==> config.mk <==
export PLATFORM = sky130hd
export DESIGN_NAME = mpf_top
export DESIGN_NICKNAME = d
export VERILOG_FILES = /design/src/rtl/mpf_pkg.sv /design/src/rtl/mpf_cfg_regs.sv /design/src/rtl/mpf_addr_fold.sv /design/src/rtl/mpf_policy.sv /design/src/rtl/mpf_top.sv
export SDC_FILE = /design/constraint.sdc
export NUM_CORES = 1
export LEC_CHECK = 0
export ABC_AREA = 1
export CAP_MARGIN = 20
export CORE_MARGIN = 2
export CORE_UTILIZATION = 55
export DETAILED_ROUTE_END_ITERATION = 7
export DONT_BUFFER_PORTS = 1
export PLACE_DENSITY = 0.73
export REMOVE_ABC_BUFFERS = 1
export SLEW_MARGIN = 20
export SYNTH_ARGS = -nofsm -noshare
export SYNTH_HDL_FRONTEND = slang
export SYNTH_SLANG_ARGS = --single-unit
==> constraint.sdc <==
create_clock -name clk -period 1.86 [get_ports clk]
set_input_delay 0.186 -clock clk [delete_from_list [all_inputs] [get_ports clk]]
set_output_delay 0.186 -clock clk [all_outputs]
set_load 0.02 [all_outputs]
==> src/rtl/mpf_pkg.sv <==
// Shared constants and policy type for the alias-aware protection filter.
// Assumes a 16 KB span made of four mirrors of a 4 KB window.
package mpf_pkg;
    localparam int OFF_W     = 12;
    localparam int ADDR_W    = 14;
    localparam int MIR_W     = ADDR_W - OFF_W;
    localparam int CFG_SEL_W = 3;

    // Configuration field selects.
    typedef enum logic [CFG_SEL_W-1:0] {
        SEL_BASE  = 3'd0,
        SEL_LIMIT = 3'd1,
        SEL_PERM  = 3'd2,
        SEL_ALIAS = 3'd3,
        SEL_SPAN  = 3'd4
    } cfg_sel_e;

    // Programmed access policy.
    typedef struct packed {
        logic [OFF_W-1:0] base;
        logic [OFF_W-1:0] limit;
        logic [OFF_W-1:0] span_last;
        logic             rd_ok;
        logic             wr_ok;
        logic             mirror_en;
        logic             mirror_block;
    } policy_t;

    // Fully locked state applied at reset.
    localparam policy_t POLICY_RESET = '{
        base:         '0,
        limit:        '1,
        span_last:    '1,
        rd_ok:        1'b0,
        wr_ok:        1'b0,
        mirror_en:    1'b0,
        mirror_block: 1'b1
    };
endpackage

==> src/rtl/mpf_cfg_regs.sv <==
// Policy register file. Only writes flagged trusted are applied; untrusted
// writes and unknown selects leave the policy untouched.
// Assumes a synchronous active-low reset.
module mpf_cfg_regs
    import mpf_pkg::*;
(
    input  logic                 clk,
    input  logic                 rst_n,
    input  logic                 cfg_we,
    input  logic                 cfg_trusted,
    input  logic [CFG_SEL_W-1:0] cfg_sel,
    input  logic [OFF_W-1:0]     cfg_wdata,
    output policy_t              policy_q
);
    // Hold the policy; apply trusted writes to the selected field.
    always_ff @(posedge clk) begin
        if (!rst_n) begin
            policy_q <= POLICY_RESET;
        end else if (cfg_we && cfg_trusted) begin
            case (cfg_sel)
                SEL_BASE:  policy_q.base      <= cfg_wdata;
                SEL_LIMIT: policy_q.limit     <= cfg_wdata;
                SEL_SPAN:  policy_q.span_last <= cfg_wdata;
                SEL_PERM: begin
                    policy_q.rd_ok <= cfg_wdata[0];
                    policy_q.wr_ok <= cfg_wdata[1];
                end
                SEL_ALIAS: begin
                    policy_q.mirror_en    <= cfg_wdata[0];
                    policy_q.mirror_block <= cfg_wdata[1];
                end
                default: ;
            endcase
        end
    end
endmodule

==> src/rtl/mpf_addr_fold.sv <==
// Splits an address into its canonical offset and a flag that says whether
// it hit a mirror copy rather than the primary window.
// Assumes ADDR_W >= OFF_W.
module mpf_addr_fold #(
    parameter int ADDR_W = 14,
    parameter int OFF_W  = 12
) (
    input  logic [ADDR_W-1:0] addr,
    output logic [OFF_W-1:0]  offset,
    output logic              is_mirror
);
    localparam int MIR_W = ADDR_W - OFF_W;

    // Canonical offset is the low bits the unit decodes.
    always_comb offset = addr[OFF_W-1:0];

    generate
        if (MIR_W > 0) begin : g_mirrored
            // Any nonzero high bit selects a mirror copy.
            always_comb is_mirror = |addr[ADDR_W-1:OFF_W];
        end else begin : g_flat
            // No mirror bits: every address is primary.
            always_comb is_mirror = 1'b0;
        end
    endgenerate
endmodule

==> src/rtl/mpf_policy.sv <==
// Access decision on the folded offset. Map-level checks (mirror disabled,
// beyond window size) apply to everyone; policy checks only to untrusted.
// Assumes the offset is already canonical.
module mpf_policy
    import mpf_pkg::*;
(
    input  logic [OFF_W-1:0] offset,
    input  logic             is_mirror,
    input  logic             write,
    input  logic             trusted,
    input  policy_t          policy,
    output logic             deny
);
    logic map_fault;
    logic in_range;
    logic perm_fault;
    logic mirror_fault;

    // Address-map faults that hit trusted requesters too.
    always_comb map_fault = (is_mirror && !policy.mirror_en)
                          || (offset > policy.span_last);

    // Protected range test, both bounds included.
    always_comb in_range = (offset >= policy.base) && (offset <= policy.limit);

    // Permission fault per direction inside the protected range.
    always_comb perm_fault = in_range && (write ? !policy.wr_ok : !policy.rd_ok);

    // Mirrors blocked outright for untrusted requesters.
    always_comb mirror_fault = is_mirror && policy.mirror_block;

    // Final decision.
    always_comb deny = map_fault || (!trusted && (perm_fault || mirror_fault));
endmodule

==> src/rtl/mpf_top.sv <==
// Alias-aware protection filter between a requester and a mirrored register
// unit. Rejected requests finish at once with an error; accepted ones go to
// the unit on the canonical offset and return its read data combinationally.
// Assumes the unit answers reads in the cycle it accepts a request.
module mpf_top
    import mpf_pkg::*;
#(
    parameter int DATA_W = 32
) (
    input  logic                 clk,
    input  logic                 rst_n,
    input  logic                 req_valid,
    output logic                 req_ready,
    input  logic [ADDR_W-1:0]    req_addr,
    input  logic                 req_write,
    input  logic [DATA_W-1:0]    req_wdata,
    input  logic                 req_trusted,
    output logic                 rsp_valid,
    output logic [DATA_W-1:0]    rsp_rdata,
    output logic                 rsp_err,
    output logic                 tgt_valid,
    input  logic                 tgt_ready,
    output logic [OFF_W-1:0]     tgt_offset,
    output logic                 tgt_write,
    output logic [DATA_W-1:0]    tgt_wdata,
    input  logic [DATA_W-1:0]    tgt_rdata,
    input  logic                 cfg_we,
    input  logic                 cfg_trusted,
    input  logic [CFG_SEL_W-1:0] cfg_sel,
    input  logic [OFF_W-1:0]     cfg_wdata
);
    policy_t          policy_q;
    logic [OFF_W-1:0] offset;
    logic             is_mirror;
    logic             deny;

    mpf_cfg_regs u_cfg (
        .clk         (clk),
        .rst_n       (rst_n),
        .cfg_we      (cfg_we),
        .cfg_trusted (cfg_trusted),
        .cfg_sel     (cfg_sel),
        .cfg_wdata   (cfg_wdata),
        .policy_q    (policy_q)
    );

    mpf_addr_fold #(.ADDR_W(ADDR_W), .OFF_W(OFF_W)) u_fold (
        .addr      (req_addr),
        .offset    (offset),
        .is_mirror (is_mirror)
    );

    mpf_policy u_pol (
        .offset    (offset),
        .is_mirror (is_mirror),
        .write     (req_write),
        .trusted   (req_trusted),
        .policy    (policy_q),
        .deny      (deny)
    );

    // Forward accepted requests on the canonical offset.
    always_comb begin
        tgt_valid  = req_valid && !deny;
        tgt_offset = offset;
        tgt_write  = req_write;
        tgt_wdata  = req_wdata;
    end

    // Rejections complete at once; forwards wait for the unit.
    always_comb begin
        req_ready = deny || tgt_ready;
        rsp_valid = req_valid && req_ready;
        rsp_err   = rsp_valid && deny;
        rsp_rdata = deny ? '0 : tgt_rdata;
    end
endmodule

==> results_tabular.tex, run 1 <==
\begin{tabular}{lr}
\hline
Metric & Value \\
\hline
\multicolumn{2}{l}{\textbf{Synth}} \\
\quad Post-synthesis area per instance & 7.44 sq um \\
\quad Synthesis Warnings & 0 \\
\quad Post-synthesis instance area & 0.00329 sq mm \\
\quad Synth Instances & 442 \\
\quad Unique cell type count in the Yosys netlist & 30 \\
\quad Most area-consuming cells after synthesis & sky130\_fd\_sc\_hd\_\_dfxtp\_1 24\%, sky130\_fd\_sc\_hd\_\_ha\_1 14\%, sky130\_fd\_sc\_hd\_\_buf\_4 10\% \\
\quad Yosys top cell area share & 24.3\% \\
\quad Area leader, netlist & sky130\_fd\_sc\_hd\_\_dfxtp\_1 \\
\quad Post-synthesis sequential area ratio & 24.3\% \\
\quad FF+latch count, synth & 40 \\
\multicolumn{2}{l}{\textbf{Final layout}} \\
\quad Register name with the most flops & u\_cfg.policy\_q \\
\quad Max reg flops & 40 \\
\quad Largest regs & u\_cfg.policy\_q (40) \\
\quad Commonest non-fill, non-tap cells in the layout & 79 x sky130\_fd\_sc\_hd\_\_inv\_1, 51 x sky130\_fd\_sc\_hd\_\_nand2\_1, 34 x sky130\_fd\_sc\_hd\_\_a21oi\_1, 34 x sky130\_fd\_sc\_hd\_\_dfxtp\_1, 33 x sky130\_fd\_sc\_hd\_\_nor2\_4 \\
\quad Fillers & 511 \\
\quad Synthesis-to-layout area growth & 10.9\% \\
\quad Number of nets in the layout & 567 \\
\quad Layout cell share with drive strength beyond 1 & 29.7\% \\
\quad ANT cells & 0 \\
\quad Most common cell after layout, fill and taps aside & sky130\_fd\_sc\_hd\_\_inv\_1 \\
\multicolumn{2}{l}{\textbf{Run}} \\
\quad Max-cap violations & 0 \\
\multicolumn{2}{l}{\textbf{Clocking}} \\
\quad Clock buffers created by TritonCTS & 5 \\
\quad Clock root buffer master & sky130\_fd\_sc\_hd\_\_clkbuf\_8 \\
\quad Skew-Pair Late Insertion Delay & 0.30 ns \\
\quad Clk pin slew, worst setup/hold paths & 0.07 ns \\
\quad Maximum level of the CTS H-tree & 2 \\
\quad Max Root-Sink Buffers & 2 \\
\quad Count of clock tree sinks & 40 \\
\quad Clock tree from TritonCTS & built \\
\multicolumn{2}{l}{\textbf{STA}} \\
\quad Worst-case hold slack & 0.0139 ns \\
\quad Relative max-transition margin & 56.0\% \\
\quad Transition at the pin with the smallest max-transition slack & 0.658 ns \\
\quad Post-layout minimum cycle time & 2.36 ns \\
\quad Achievable Freq & 424 MHz \\
\quad Final-report setup violation count & 36 \\
\quad Final worst-path cycle share & 127\% \\
\quad Number of endpoints with negative hold slack in the final report & 0 \\
\quad Setup repair after global routing missed its margin & yes \\
\quad Worst setup skew after layout & 0 ns \\
\quad Final worst-path setup slack & -0.496 ns \\
\quad Max-slew violation total from the final report & 0 \\
\multicolumn{2}{l}{\textbf{GRT}} \\
\quad Vias in the first global route & 2,634 \\
\quad Remaining global-route overflow & 0 \\
\quad Pin count of the biggest net entering global routing & 25 \\
\quad Total GRT Usage & 26.0\% \\
\quad Antenna violations before repair & 0 \\
\quad Wire length of the first global-routing pass & 12,700 um \\
\multicolumn{2}{l}{\textbf{Setup path}} \\
\quad Register-to-register setup slack & 0.71 ns \\
\quad Cells along the critical path & inv\_1 > ha\_1 > nand4\_1 > clkinv\_1 > nand3\_1 > nand3\_2 > a21oi\_4 > nand2\_8 > buf\_16 > buf\_4 > nor2\_4 \\
\quad Largest fanout of any net on the critical path & 7 \\
\quad Class of the most critical setup path & flop to primary output \\
\quad Critical path launch point type & flop \\
\quad End point of the critical path & rsp\_rdata[1] \\
\quad Crit. Startpoint & u\_cfg.policy\_q[13] \\
\quad Crit-path slowest cell & sky130\_fd\_sc\_hd\_\_dfxtp\_1 \\
\quad Arrival time at the worst endpoint & 2.17 ns \\
\quad Logic depth of the worst register-to-register path & 3 \\
\quad End of the worst register-to-register path & u\_cfg.policy\_q[4] \\
\quad Sort of element at the end of the critical path & primary output \\
\quad Critical Path Max Stage Delay & 0.31 ns \\
\quad Data required time at the worst endpoint & 1.67 ns \\
\quad Startpoint of the lowest-slack register-to-register path & u\_cfg.policy\_q[4] \\
\multicolumn{2}{l}{\textbf{Worst hold path}} \\
\quad Type of the most critical hold path & input pin to flop \\
\multicolumn{2}{l}{\textbf{Drt}} \\
\quad ANT nets after route & 0 \\
\quad Total number of vias & 2,628 \\
\quad Drc violations & 0 \\
\quad Vias per inst & 5.22 \\
\quad Number of detailed-route iterations in the first pass & 4 \\
\quad Average wire per standard cell & 16.9 um \\
\quad Total length of routed wires & 8490 um \\
\quad DRT iter0 DRCs & 86 \\
\multicolumn{2}{l}{\textbf{Die}} \\
\quad IO Count & 182 \\
\quad Die Area & 0.00662 sq mm \\
\quad Number of core rows & 28 \\
\quad Initial core utilization & 56.2\% \\
\quad Die height & 81.3 um \\
\quad Die width & 81.3 um \\
\quad Core Footprint & 0.00585 sq mm \\
\multicolumn{2}{l}{\textbf{Pwr}} \\
\quad Switching power total & 564 uW \\
\quad Power after layout & 1.87 mW \\
\quad Ratio of total power to cell area & 512 mW/mm\^{}2 \\
\quad Sw Ratio & 30.2\% \\
\quad Combinational power share & 23.9\% \\
\quad Worst-case vdd ir drop & 0.265 mV \\
\quad Cell leakage power & 1.82 nW \\
\quad Internal & 1.30 mW \\
\quad Relative contribution of the clock network to total power & 28.9\% \\
\quad Power share of the sequential group & 47.2\% \\
\multicolumn{2}{l}{\textbf{Place}} \\
\quad Number of buffers inserted by port buffering & 0 \\
\quad Post-detailed-placement half-perimeter wirelength & 6150 um \\
\quad Last weighted congestion value of the routability-driven placer & 0.798 \\
\multicolumn{2}{l}{\textbf{Outcome}} \\
\quad Result of the run & finished, violations left \\
\quad Failing checks & setup timing \\
\hline
\end{tabular}
## metal layers
layer  track usage, %  part of all wire [%]  up-vias
met4             8.64                   1.8        2
met2             42.0                    47      134
met3             14.7                    12       17
met1             27.9                    39     1168
met5             10.8                  0.54        -
li1                 -                     -     1307
## critical path: cells and delay by family, from the launching register on
kind,cells,cell delay [ns]
buffers and inverters,4,0.45
AND/OR/NAND/NOR,5,0.59
flip-flops,1,0.31
adder cells (fa/ha/maj),1,0.29
AO/OA/AOI/OAI,1,0.23
## how the worst min path moves through the flow
stage | from | end | slack [ns] | depth (start not counted)
2_1_floorplan | rst_n | u_cfg.policy_q[4] | 0.27 | 1
3_3_place_gp | rst_n | u_cfg.policy_q[4] | 0.28 | 1
3_5_place_dp | rst_n | u_cfg.policy_q[0] | 0.28 | 1
4_1_cts | rst_n | u_cfg.policy_q[39] | 0.009 | 2
5_1_grt | cfg_wdata[10] | u_cfg.policy_q[26] | 0.02 | 2
6_report | cfg_wdata[1] | u_cfg.policy_q[0] | 0.01 | 2
## cell usage after synthesis
master	count
sky130_fd_sc_hd__ha_1	36
sky130_fd_sc_hd__a21o_1	1
sky130_fd_sc_hd__o211ai_1	12
sky130_fd_sc_hd__nand2_1	56
sky130_fd_sc_hd__nand3_2	1
sky130_fd_sc_hd__nand4_1	5
sky130_fd_sc_hd__o21a_1	1
sky130_fd_sc_hd__a21oi_1	35
sky130_fd_sc_hd__inv_1	89
sky130_fd_sc_hd__inv_2	6
sky130_fd_sc_hd__clkinv_1	1
sky130_fd_sc_hd__o21ai_0	27
sky130_fd_sc_hd__nand2_4	1
sky130_fd_sc_hd__nand2_8	1
sky130_fd_sc_hd__nor3_2	1
sky130_fd_sc_hd__nand2_2	2
sky130_fd_sc_hd__dfxtp_1	40
sky130_fd_sc_hd__nand3b_1	1
sky130_fd_sc_hd__mux2i_1	1
sky130_fd_sc_hd__nor2_1	22
sky130_fd_sc_hd__nor2_4	30
sky130_fd_sc_hd__nor3_1	2
sky130_fd_sc_hd__nand3_1	8
sky130_fd_sc_hd__buf_12	3
sky130_fd_sc_hd__nor2_2	2
sky130_fd_sc_hd__buf_4	45
sky130_fd_sc_hd__o21ai_1	2
sky130_fd_sc_hd__a21oi_2	1
sky130_fd_sc_hd__clkbuf_1	8
sky130_fd_sc_hd__buf_2	2
## final cells by class
| type | count | area, sq um | area share (%) |
|---|---|---|---|
| multi-input cells | 248 | 1910 | 52.3 |
| flip-flops and latches | 40 | 808 | 22.2 |
| repair buffers | 39 | 408 | 11.2 |
| inverters | 96 | 363 | 9.95 |
| well taps | 75 | 93.8 | 2.57 |
| clock buffers | 5 | 68.8 | 1.89 |
## timing repair
action | 4_1_cts | 5_1_grt
setup buffers | 10 | 0
setup endpoints to repair | 36 | 36
hold buffers | 2 | 0
gates resized for setup | 38 | 17
cloned | 0 | 1
pin swaps | 8 | 10
hold endpoints to repair | 14 | 0
## power by group through the flow
stage | combinational, mW | clock (mW) | sequential, mW
floorplan | 0.275 | 0 | 0.898
global placement | 0.350 | 0 | 0.899
detailed placement | 0.360 | 0 | 0.900
CTS | 0.428 | 0.542 | 0.881
global route | 0.495 | 0.569 | 0.883
finish | 0.447 | 0.539 | 0.881
## through the flow
step | utilization, % | instance area, sq um | std cells | TNS (ns) | setup slack, ns
after floorplan | - | 2850 | 384 | -4.64 | -0.281
after global placement | 54.2 | 3170 | 486 | -3.39 | -0.226
after detailed placement | 54.2 | 3170 | 486 | -4.20 | -0.271
after CTS | 60.8 | 3560 | 502 | -14.39 | -0.484
after global routing | 62.4 | 3650 | 503 | -21.11 | -0.652
final | 62.4 | 3650 | 503 | -15.69 | -0.496
## cells by family (layout without fill, tap and decap cells)
kind of cell,Yosys count,in the layout,synth area share (%)
fa+ha+maj,36,36,13.7
buf+inv,154,140,24.3
compound gates,79,79,13.2
mux,1,1,0.304
simple gates,132,132,24.2
flops,40,40,24.3
No activity file was read; power rests on OpenSTA's default activity.
==> run 2: changes to the inputs <==
Settings changed: SYNTH_HIERARCHICAL set to 1.
==> run 2 against run 1 <==
Compared with the run above:
- the run still ends with setup timing left
- combinational power is 20% higher
- synthesized area is 0.84% lower
- clock skew stayed put
- routed wire length is 25% higher
- global-route usage is 3.6 points higher
- fmax is 4.5% lower
- critical path depth is 1 lower
- synthesized cell count is 15% higher
- utilization is 7.3 points higher
- count of clock-buffer cells in the layout is 1 higher
- critical path type unchanged
- highest routed layer is now met4
==> results_tabular.tex, run 2 <==
\begin{tabular}{lr}
\hline
Metric & Value \\
\hline
\multicolumn{2}{l}{\textbf{Outcome}} \\
\quad Result of the run & finished, violations left \\
\quad Failing checks & setup timing \\
\multicolumn{2}{l}{\textbf{STA}} \\
\quad Worst-case hold slack & 0.00704 ns (-0.00691 ns) \\
\quad Setup repair after global routing missed its margin & yes \\
\quad Number of endpoints with negative hold slack in the final report & 0 (unchanged) \\
\quad Achievable Freq & 405 MHz (-4.5\%) \\
\quad Final worst-path cycle share & 133\% (+5.9 points) \\
\quad Post-layout minimum cycle time & 2.47 ns (+0.110 ns) \\
\quad Worst setup skew after layout & 0 ns (unchanged) \\
\quad Final worst-path setup slack & -0.606 ns (-0.110 ns) \\
\quad Max-slew violation total from the final report & 0 (unchanged) \\
\quad Final-report setup violation count & 36 (unchanged) \\
\quad Transition at the pin with the smallest max-transition slack & 0.977 ns (+0.318 ns) \\
\quad Relative max-transition margin & 34.7\% (-21 points) \\
\multicolumn{2}{l}{\textbf{Clocking}} \\
\quad Max Root-Sink Buffers & 2 (unchanged) \\
\quad Clock root buffer master & sky130\_fd\_sc\_hd\_\_clkbuf\_8 \\
\quad Clock tree from TritonCTS & built \\
\quad Clk pin slew, worst setup/hold paths & 0.08 ns (about the same) \\
\quad Count of clock tree sinks & 40 (unchanged) \\
\quad Maximum level of the CTS H-tree & 2 (unchanged) \\
\quad Clock buffers created by TritonCTS & 5 (unchanged) \\
\quad Skew-Pair Late Insertion Delay & 0.29 ns (about the same) \\
\multicolumn{2}{l}{\textbf{Synth}} \\
\quad Most area-consuming cells after synthesis & sky130\_fd\_sc\_hd\_\_dfxtp\_1 25\%, sky130\_fd\_sc\_hd\_\_ha\_1 14\%, sky130\_fd\_sc\_hd\_\_inv\_1 12\% \\
\quad Yosys top cell area share & 24.5\% (+0.21 points) \\
\quad Most numerous cell types in the synthesized netlist & 101 x sky130\_fd\_sc\_hd\_\_inv\_1, 90 x sky130\_fd\_sc\_hd\_\_nand2\_1, 69 x sky130\_fd\_sc\_hd\_\_nand3\_1 \\
\quad Async SR Flop Fraction & 0\% (unchanged) \\
\quad Most frequently used flop master after synthesis & sky130\_fd\_sc\_hd\_\_dfxtp\_1 \\
\quad Post-synthesis sequential area ratio & 24.5\% (+0.21 points) \\
\quad Post-synthesis area per instance & 6.41 sq um (-14\%) \\
\quad Synth Instances & 509 (+15\%) \\
\quad Synthesis Warnings & 6 (+6) \\
\quad Unique cell type count in the Yosys netlist & 22 (-27\%) \\
\quad Library cell with the highest instance count after synthesis & sky130\_fd\_sc\_hd\_\_inv\_1 \\
\quad FF+latch count, synth & 40 (unchanged) \\
\quad Area leader, netlist & sky130\_fd\_sc\_hd\_\_dfxtp\_1 \\
\quad Post-synthesis instance area & 0.00326 sq mm (-0.84\%) \\
\quad EDFF count, synth & 0 (unchanged) \\
\multicolumn{2}{l}{\textbf{Setup path}} \\
\quad Class of the most critical setup path & flop to primary output \\
\quad Crit-path slowest cell & sky130\_fd\_sc\_hd\_\_dfxtp\_2 \\
\quad Sort of element at the end of the critical path & primary output \\
\quad Levels on crit path & 10 (-1) \\
\quad Startpoint of the lowest-slack register-to-register path & u\_cfg/policy\_q[29] \\
\quad Worst path bufs/invs & 3 (-1) \\
\quad Arrival time at the worst endpoint & 2.28 ns (+0.11 ns) \\
\quad Register-to-register setup slack & 1.17 ns (+0.46 ns) \\
\quad End point of the critical path & rsp\_rdata[25] \\
\quad Dominant cell type by count on the critical path & sky130\_fd\_sc\_hd\_\_nand4\_1 \\
\quad Critical Path Max Stage Delay & 0.34 ns (+0.03 ns) \\
\quad End of the worst register-to-register path & u\_cfg/policy\_q[29] \\
\quad Cells along the critical path & inv\_2 > ha\_4 > nand4\_1 > nor3\_4 > nand4\_1 > a22oi\_2 > nand2\_8 > buf\_6 > nor2\_1 > buf\_4 \\
\quad Crit. Startpoint & u\_cfg/policy\_q[11] \\
\quad Largest fanout of any net on the critical path & 7 (unchanged) \\
\quad Logic depth of the worst register-to-register path & 3 (unchanged) \\
\quad Critical path launch point type & flop \\
\quad Data required time at the worst endpoint & 1.67 ns (about the same) \\
\quad Dominant delay contributor by cell family on the critical path & simple AND/OR/NAND/NOR gates \\
\multicolumn{2}{l}{\textbf{Drt}} \\
\quad Drc violations & 0 (unchanged) \\
\quad Number of detailed-route iterations in the first pass & 5 (+1) \\
\quad Average wire per standard cell & 18.4 um (+8.9\%) \\
\quad Vias per inst & 5.57 (+6.6\%) \\
\quad DRT iter0 DRCs & 245 (+180\%) \\
\quad Total length of routed wires & 10,600 um (+25\%) \\
\quad ANT nets after route & 0 (unchanged) \\
\quad Total number of vias & 3,220 (+23\%) \\
\multicolumn{2}{l}{\textbf{Pwr}} \\
\quad Worst-case vdd ir drop & 0.462 mV (+74\%) \\
\quad Cell leakage power & 2.15 nW (+18\%) \\
\quad Power after layout & 2.02 mW (+8.5\%) \\
\quad Ratio of total power to cell area & 500 mW/mm\^{}2 (-2.3\%) \\
\multicolumn{2}{l}{\textbf{GRT}} \\
\quad Remaining global-route overflow & 0 (unchanged) \\
\quad Vias in the first global route & 2,957 (+12\%) \\
\quad Pin count of the biggest net entering global routing & 28 (+12\%) \\
\quad Total GRT Usage & 29.6\% (+3.6 points) \\
\quad Antenna violations before repair & 0 (unchanged) \\
\quad Wire length of the first global-routing pass & 14,700 um (+16\%) \\
\multicolumn{2}{l}{\textbf{Die}} \\
\quad Die Area & 0.00656 sq mm (-0.80\%) \\
\quad IO Count & 182 (unchanged) \\
\quad Core Footprint & 0.00582 sq mm (-0.60\%) \\
\quad Die height & 81.0 um (-0.40\%) \\
\quad Number of core rows & 28 (unchanged) \\
\quad Die width & 81.0 um (-0.40\%) \\
\quad Initial core utilization & 56.1\% (-0.13 points) \\
\multicolumn{2}{l}{\textbf{Final layout}} \\
\quad Commonest non-fill, non-tap cells in the layout & 92 x sky130\_fd\_sc\_hd\_\_inv\_1, 81 x sky130\_fd\_sc\_hd\_\_nand2\_1, 68 x sky130\_fd\_sc\_hd\_\_nand3\_1 \\
\quad Register name with the most flops & u\_cfg/policy\_q \\
\quad Number of nets in the layout & 639 (+13\%) \\
\quad Final cell utilization of the core & 69.6\% (+7.3 points) \\
\quad Layout cell share with drive strength beyond 1 & 29.8\% (+0.15 points) \\
\quad ANT cells & 0 (unchanged) \\
\quad Post-route non-filler standard cell count & 578 (+15\%) \\
\quad Most common cell after layout, fill and taps aside & sky130\_fd\_sc\_hd\_\_inv\_1 \\
\quad Synthesis-to-layout area growth & 24.1\% \\
\quad Largest regs & u\_cfg/policy\_q (40) \\
\quad Max reg flops & 40 (unchanged) \\
\multicolumn{2}{l}{\textbf{Worst hold path}} \\
\quad Type of the most critical hold path & input pin to flop \\
\multicolumn{2}{l}{\textbf{Place}} \\
\quad Placed instance count & 564 (+16\%) \\
\quad Number of buffers inserted by port buffering & 0 (unchanged) \\
\quad Pre-CTS setup slack & -0.315 ns (-0.0447 ns) \\
\quad Last weighted congestion value of the routability-driven placer & 0.882 (+10\%) \\
\quad Post-detailed-placement half-perimeter wirelength & 6670 um (+8.5\%) \\
\multicolumn{2}{l}{\textbf{Run}} \\
\quad Max-cap violations & 0 (unchanged) \\
\hline
\end{tabular}
[run 2: final cells by class]
cell class	instances	area, sq um
Sequential cell	40	821
Clock buffer	6	82.6
Clock inverter	2	10.0
Tap cell	75	93.8
Inverter	104	393
Fill cell	464	1770
Timing Repair Buffer	50	558
Multi-Input combinational cell	301	2090
[run 2: worst register-to-register path, cell delays in order, from the launching register on]
cell and delay, ns:
sky130_fd_sc_hd__dfxtp_2 0.32, sky130_fd_sc_hd__buf_4 0.12, sky130_fd_sc_hd__a21oi_1 0.10, sky130_fd_sc_hd__nor2_1 0.05
[run 2: cells by family after synthesis]
| kind of cell | after synthesis | synth area share (%) |
|---|---|---|
| AND/OR/NAND/NOR | 232 | 30.3 |
| buffers and inverters | 168 | 25.9 |
| flip-flops | 40 | 24.5 |
| adder cells (fa/ha/maj) | 36 | 13.8 |
| AO/OA/AOI/OAI | 32 | 5.14 |
| multiplexers | 1 | 0.307 |
[run 2: what timing repair did]
| action | in CTS | in global routing |
|---|---|---|
| endpoints found under the hold margin | 25 | 4 |
| pin swaps | 26 | 19 |
| hold buffers | 1 | 1 |
| buffers inserted | 0 | 0 |
| setup endpoints to repair | 36 | 36 |
| resized for setup | 104 | 68 |
| cloned | 4 | 0 |
[run 2: worst min path at each step]
stage | from | end | slack [ns] | cells after the start
after CTS | rst_n | u_cfg/policy_q[37] | 0.0007 | 2
after global placement | rst_n | u_cfg/policy_q[14] | 0.27 | 1
final | rst_n | u_cfg/policy_q[38] | 0.007 | 2
after detailed placement | rst_n | u_cfg/policy_q[24] | 0.28 | 1
after global routing | rst_n | u_cfg/policy_q[38] | 0.002 | 2
after floorplan | rst_n | u_cfg/policy_q[10] | 0.27 | 1
[run 2: report_power, final]
part | switching, mW | internal (mW)
Clock | 0.307 | 0.296
Combinational | 0.314 | 0.221
Sequential | 0.0107 | 0.876
[run 2: layer usage]
metal	routed length (um)	vias up	global-route usage, %
met5	0	-	10.8
met4	81	0	6.95
met3	1290	14	15.4
met2	4990	190	43.9
met1	4260	1518	37.1
li1	-	1498	-
[run 2: through the flow]
stage	setup TNS, ns	instance area (sq um)
after global routing	-23.14	4050
after floorplan	-16.56	2810
after detailed placement	-9.62	3230
after global placement	-7.50	3230
final	-19.56	4050
after CTS	-15.69	3750
